==> src/rtl/trap_pkg.sv <==
package trap_pkg;
  localparam int NCLS = 3;

  typedef enum logic [1:0] {
    CLS_PERR = 2'd0,
    CLS_CONT = 2'd1,
    CLS_IO   = 2'd2
  } cls_e;
endpackage

==> src/rtl/ind_bank.sv <==
module ind_bank #(
  parameter int W = 4
) (
  input  logic         clk,
  input  logic         rst_n,
  input  logic [W-1:0] set_req,
  input  logic         clr,
  output logic [W-1:0] ind,
  output logic         any
);
  logic [W-1:0] ind_q;

  // set beats clear in the same cycle
  always_ff @(posedge clk) begin
    if (!rst_n) ind_q <= '0;
    else        ind_q <= (clr ? '0 : ind_q) | set_req;
  end

  assign ind = ind_q;
  assign any = |ind_q;
endmodule

==> src/rtl/prio_pick.sv <==
module prio_pick
  import trap_pkg::*;
(
  input  logic [NCLS-1:0] pend,
  input  logic [NCLS-1:0] mode,
  input  logic            io_inhibit,
  input  logic            blocked,
  output logic            take,
  output cls_e            cls
);
  logic [NCLS-1:0] enable;

  assign enable = {~io_inhibit, 1'b1, 1'b1};

  always_comb begin
    logic masked;
    take   = 1'b0;
    cls    = CLS_PERR;
    masked = blocked;
    for (int i = 0; i < NCLS; i++) begin
      masked = masked | mode[i];
      if (!masked && pend[i] && enable[i]) begin
        take   = 1'b1;
        cls    = cls_e'(2'(i));
        masked = 1'b1;
      end
    end
  end
endmodule

==> src/rtl/trap_ctrl.sv <==
module trap_ctrl
  import trap_pkg::*;
#(
  parameter int PE_W     = 4,
  parameter int CT_W     = 4,
  parameter int IO_W     = 4,
  parameter int AW       = 15,
  parameter int WORD_W   = 25,
  parameter int VEC_BASE = 16
) (
  input  logic              clk,
  input  logic              rst_n,
  input  logic              instr_done,
  input  logic [AW-1:0]     cur_pc,
  input  logic [PE_W-1:0]   perr_set,
  input  logic [CT_W-1:0]   cont_set,
  input  logic [IO_W-1:0]   io_set,
  input  logic [2:0]        clr_cmd,
  input  logic              io_inhibit,
  output logic [PE_W-1:0]   perr_ind,
  output logic [CT_W-1:0]   cont_ind,
  output logic [IO_W-1:0]   io_ind,
  output logic              dec_valid,
  output logic              dec_take,
  output logic [1:0]        dec_class,
  output logic [AW-1:0]     save_addr,
  output logic [WORD_W-1:0] save_word,
  output logic [AW-1:0]     next_addr,
  output logic              halted
);
  localparam int PAD_W = WORD_W - AW;

  logic [NCLS-1:0] pend;
  logic [NCLS-1:0] mode_q;
  logic            block_q;
  logic            halt_q;
  logic            decide;
  logic            take;
  cls_e            cls;
  logic [AW-1:0]   slot;
  logic [NCLS-1:0] take_hot;

  ind_bank #(.W(PE_W)) u_pe (
    .clk(clk), .rst_n(rst_n), .set_req(perr_set), .clr(clr_cmd[0]),
    .ind(perr_ind), .any(pend[0]));
  ind_bank #(.W(CT_W)) u_ct (
    .clk(clk), .rst_n(rst_n), .set_req(cont_set), .clr(clr_cmd[1]),
    .ind(cont_ind), .any(pend[1]));
  ind_bank #(.W(IO_W)) u_io (
    .clk(clk), .rst_n(rst_n), .set_req(io_set), .clr(clr_cmd[2]),
    .ind(io_ind), .any(pend[2]));

  prio_pick u_pick (
    .pend(pend), .mode(mode_q), .io_inhibit(io_inhibit),
    .blocked(block_q | (|clr_cmd)), .take(take), .cls(cls));

  assign decide = instr_done && !halt_q;
  assign slot   = AW'(VEC_BASE) + AW'({cls, 1'b0});

  always_comb begin
    take_hot = '0;
    if (decide && take) take_hot[cls] = 1'b1;
  end

  always_ff @(posedge clk) begin
    if (!rst_n) begin
      mode_q  <= '0;
      block_q <= 1'b0;
      halt_q  <= 1'b0;
    end else begin
      mode_q <= (mode_q & ~clr_cmd) | take_hot;
      if (|clr_cmd)    block_q <= 1'b1;
      else if (decide) block_q <= 1'b0;
      if ((|perr_set) && mode_q[0]) halt_q <= 1'b1;
    end
  end

  always_ff @(posedge clk) begin
    if (!rst_n) begin
      dec_valid <= 1'b0;
      dec_take  <= 1'b0;
      dec_class <= '0;
      save_addr <= '0;
      save_word <= '0;
      next_addr <= '0;
    end else begin
      dec_valid <= decide;
      dec_take  <= decide && take;
      if (decide) begin
        dec_class <= take ? cls : CLS_PERR;
        save_addr <= take ? slot : '0;
        save_word <= {{PAD_W{1'b0}}, cur_pc};
        next_addr <= take ? slot + AW'(1) : cur_pc;
      end
    end
  end

  assign halted = halt_q;
endmodule

==> config.mk <==
export PLATFORM = sky130hd
export DESIGN_NAME = trap_ctrl
export DESIGN_NICKNAME = d
export VERILOG_FILES = /design/src/rtl/trap_pkg.sv /design/src/rtl/ind_bank.sv /design/src/rtl/prio_pick.sv /design/src/rtl/trap_ctrl.sv
export SDC_FILE = /design/constraint.sdc
export NUM_CORES = 1
export LEC_CHECK = 0
export BUFFER_PORTS_ARGS = -buffer_cell sky130_fd_sc_hd__buf_2
export CAP_MARGIN = 20
export CELL_PAD_IN_SITES_DETAIL_PLACEMENT = 1
export CELL_PAD_IN_SITES_GLOBAL_PLACEMENT = 2
export CORE_UTILIZATION = 25
export CTS_CLUSTER_SIZE = 14
export DETAILED_ROUTE_END_ITERATION = 10
export MAX_ROUTING_LAYER = met4
export PLACE_DENSITY_LB_ADDON = 0.1
export SETUP_SLACK_MARGIN = 0.4
export SKIP_LAST_GASP = 1
export SLEW_MARGIN = 15
export SYNTH_ARGS = -nofsm -noshare
export SYNTH_HDL_FRONTEND = slang
export SYNTH_HIERARCHICAL = 1
export SYNTH_SLANG_ARGS = --single-unit
==> constraint.sdc <==
create_clock -name clk -period 2.3 [get_ports clk]
set_clock_uncertainty 0.05 [all_clocks]
set_input_delay 0.115 -clock clk [delete_from_list [all_inputs] [get_ports clk]]
set_output_delay 0.115 -clock clk [all_outputs]
set_load 0.02 [all_outputs]
==> metrics.md <==
| Metric | Value |
|---|---|
| Largest net degree at the start of global routing | `37` |
| Synth cell types | `33` |
| Synthesized area | `2200 um2` |
| Nets | `372` |
| Worst skew pair latency | `approximately 0.29 ns` |
| DIE HEIGHT | `95.8 um` |
| Deepest clock path buffer count | `2` |
| Syn-to-layout area delta | `33.1%` |
| Placed cell count | `roughly 420` |
| Ys Warns | `6` |
| Synth area leader | `dfxtp_1` |
| Clock Root Buffer | `clkbuf_8` |
| Drt first pass iters | `4` |
| Synth top area cells | `dfxtp_1 (47%), buf_4 (8.9%), nand2_1 (8.0%)` |
| Worst Hold Slack | `a little under 0.009 ns` |
| Antenna viol nets, final | `0` |
| Status | `complete, no violations` |
| Fin crit share | `86.3%` |
| DRT Wirelength | `5850 um` |
| Vias per Instance | `approximately 4.3` |
| RD Place Congestion | `between 0.7 and 0.8` |
| PwrDens | `631 nW/um2` |
| Max incr delay on CP | `between 0.5 and 0.6 ns` |
| Critical Path Slowest Stage Cell | `or4_4` |
| Fraction of layout cells with a size suffix above 1 | `roughly a third` |
| Hold Crit Class | `input port to flip-flop` |
| CP Launch Type | `flip-flop` |
| Die Area | `slightly above 9000 um2` |
| Via count | `1,923` |
| Register area share after synthesis | `a little under half` |
| Kind of critical path | `flip-flop to flip-flop` |
| Top FF cell, synth | `dfxtp_1` |
| First-pass GRT wire length | `9280 um` |
| DR iter-0 viols | `32` |
| All-layer global routing usage | `around 14%` |
| Fin cells | `approximately 440` |
| Final Max Tran Viols | `0` |
| Worst-path clk slew | `around 0.090 ns` |
| CTS buffer count | `5` |
| # DRC | `0` |
| Ports | `about 110` |
| IO Port Bufs | `83` |
| Most numerous cell in the Yosys netlist | `dfxtp_1` |
| Final Hold Viols | `0` |
| CTS tree | `done` |
| Die width | `95.8 um` |
| Initial antenna violation count | `0` |
| RSZ-0062 raised after global routing | `true` |
| MaxCap Viol Count | `0` |
| Fmax | `~500 MHz` |
| Clk sinks | `52` |
| Crit Path Max Fanout | `5` |
| Number of global-route vias before repair | `approximately 1,900` |
| Final Setup Violations | `0` |
| Critical Path RT | `approximately 2.5 ns` |
| Setup TNS | `0 ns` |
| Worst path cell trace | `or4_4 -> nor4b_4 -> o311a_4 -> nand4b_1 -> o31ai_1` |
| Dpl hpwl | `~4100 um` |
| Drt wl/cell | `13.2 um` |
| Number of synthesized flops with an enable pin | `0` |
| Peak supply drop | `~260 uV` |
| Synth Area per Inst | `~9.2 um2` |
| Total grt overflow | `0` |
| CP endpoint kind | `flip-flop` |
| # diodes | `0` |
| Initial core utilization | `around a quarter` |
| Cell row count | `33` |
| H-Tree Depth | `2` |
| Synth top area share | `between 40% and 50%` |
| Data arrival, critical path | `about 2.2 ns` |
| Register bit total from synthesis | `between 50 and 60` |
| Period minus WS final | `between 1.5 and 2 ns` |
| Leakage | `1.35 nW` |
| Core area | `8380 um2` |
| Post-synth top cells | `dfxtp_1 (52), nand2_1 (47), buf_4 (26)` |
| Async SR Flop Fraction | `0%` |
| Syn Inst Count | `240` |
## worst max-delay path: cells and delay by family (launching register included)
| kind | cells | cell delay (ns) |
|---|---|---|
| compound gates | 2 | 0.52 |
| simple gates | 3 | 1.01 |
| flops | 1 | 0.33 |
## worst paths after layout
check	start	end	slack, ns	cells after the start
setup / recovery	u_ct/ind[3]	mode_q[0]	0.32	5
hold / removal	cur_pc[1]	save_word[1]	0.009	3
setup reg to reg	u_ct/ind[3]	mode_q[0]	0.32	5
hold reg to reg	next_addr[14]	next_addr[14]	0.40	2
## cell usage in the layout (no fill, tap or decap), drive strengths merged, types with 8 or more instances in the layout
master       instances
nand3b              12
conb                22
clkbuf               8
buf                 94
o21a                12
dfxtp               52
dlygate4sd3         12
a21boi              28
nand2               47
nor2b               15
## power by group
part,total [mW],internal [mW],leakage [nW],switching [mW]
logic,0.332,0.130,0.873,0.202
clock network,0.542,0.247,0.0455,0.295
registers,0.973,0.948,0.431,0.0251
## through the flow
step	instance area [um2]	setup WS [ns]	power, mW	util, %
after floorplan	2310	0.356	1.22	-
after global placement	2640	0.188	1.31	31.5
after detailed placement	2640	0.178	1.31	31.5
after CTS	2910	0.332	1.88	34.7
after global routing	2930	0.227	1.96	34.9
final	2930	0.316	1.85	34.9
## per-layer routing
metal	vias to the layer above	global-route usage, %	routed length (um)
met1	907	16.3	2630
met5	-	-	0
met3	2	3.16	301
li1	959	-	-
met4	0	3.36	31
met2	55	22.9	2890
## state kept, by name (all words and copies together) (netlist names)
| signal | flops |
|---|---|
| u_pe/ind | 4 |
| u_io/ind | 4 |
| save_addr | 2 |
| u_ct/ind | 4 |
| mode_q | 3 |
| dec_class | 1 |
| dec_valid | 1 |
| next_addr | 15 |
| block_q | 1 |
| halted | 1 |
| dec_take | 1 |
| save_word | 15 |
## cell type report
class | count | area (um2)
clock buffer | 8 | 90.1
fill | 1013 | 5460
inverter | 2 | 7.51
multi-input combinational | 171 | 1030
sequential | 52 | 1050
tap | 105 | 131
timing repair buffer | 106 | 618
## cells by family after synthesis
logic type / after synthesis / synth area share, %
AO/OA/AOI/OAI: 51 / 17.1
AND/OR/NAND/NOR: 96 / 22.9
buffers and inverters: 38 / 11.6
other: 1 / 0.171
flip-flops: 52 / 47.4
multiplexers: 2 / 0.911
## what timing repair did
action,CTS,global route
hold endpoints to repair,12,0
gates resized for setup,6,3
endpoints found under the setup margin,20,21
hold buffers,12,0
pin swaps,9,3
setup buffers,6,1
Power figures use the tool's default switching activity.
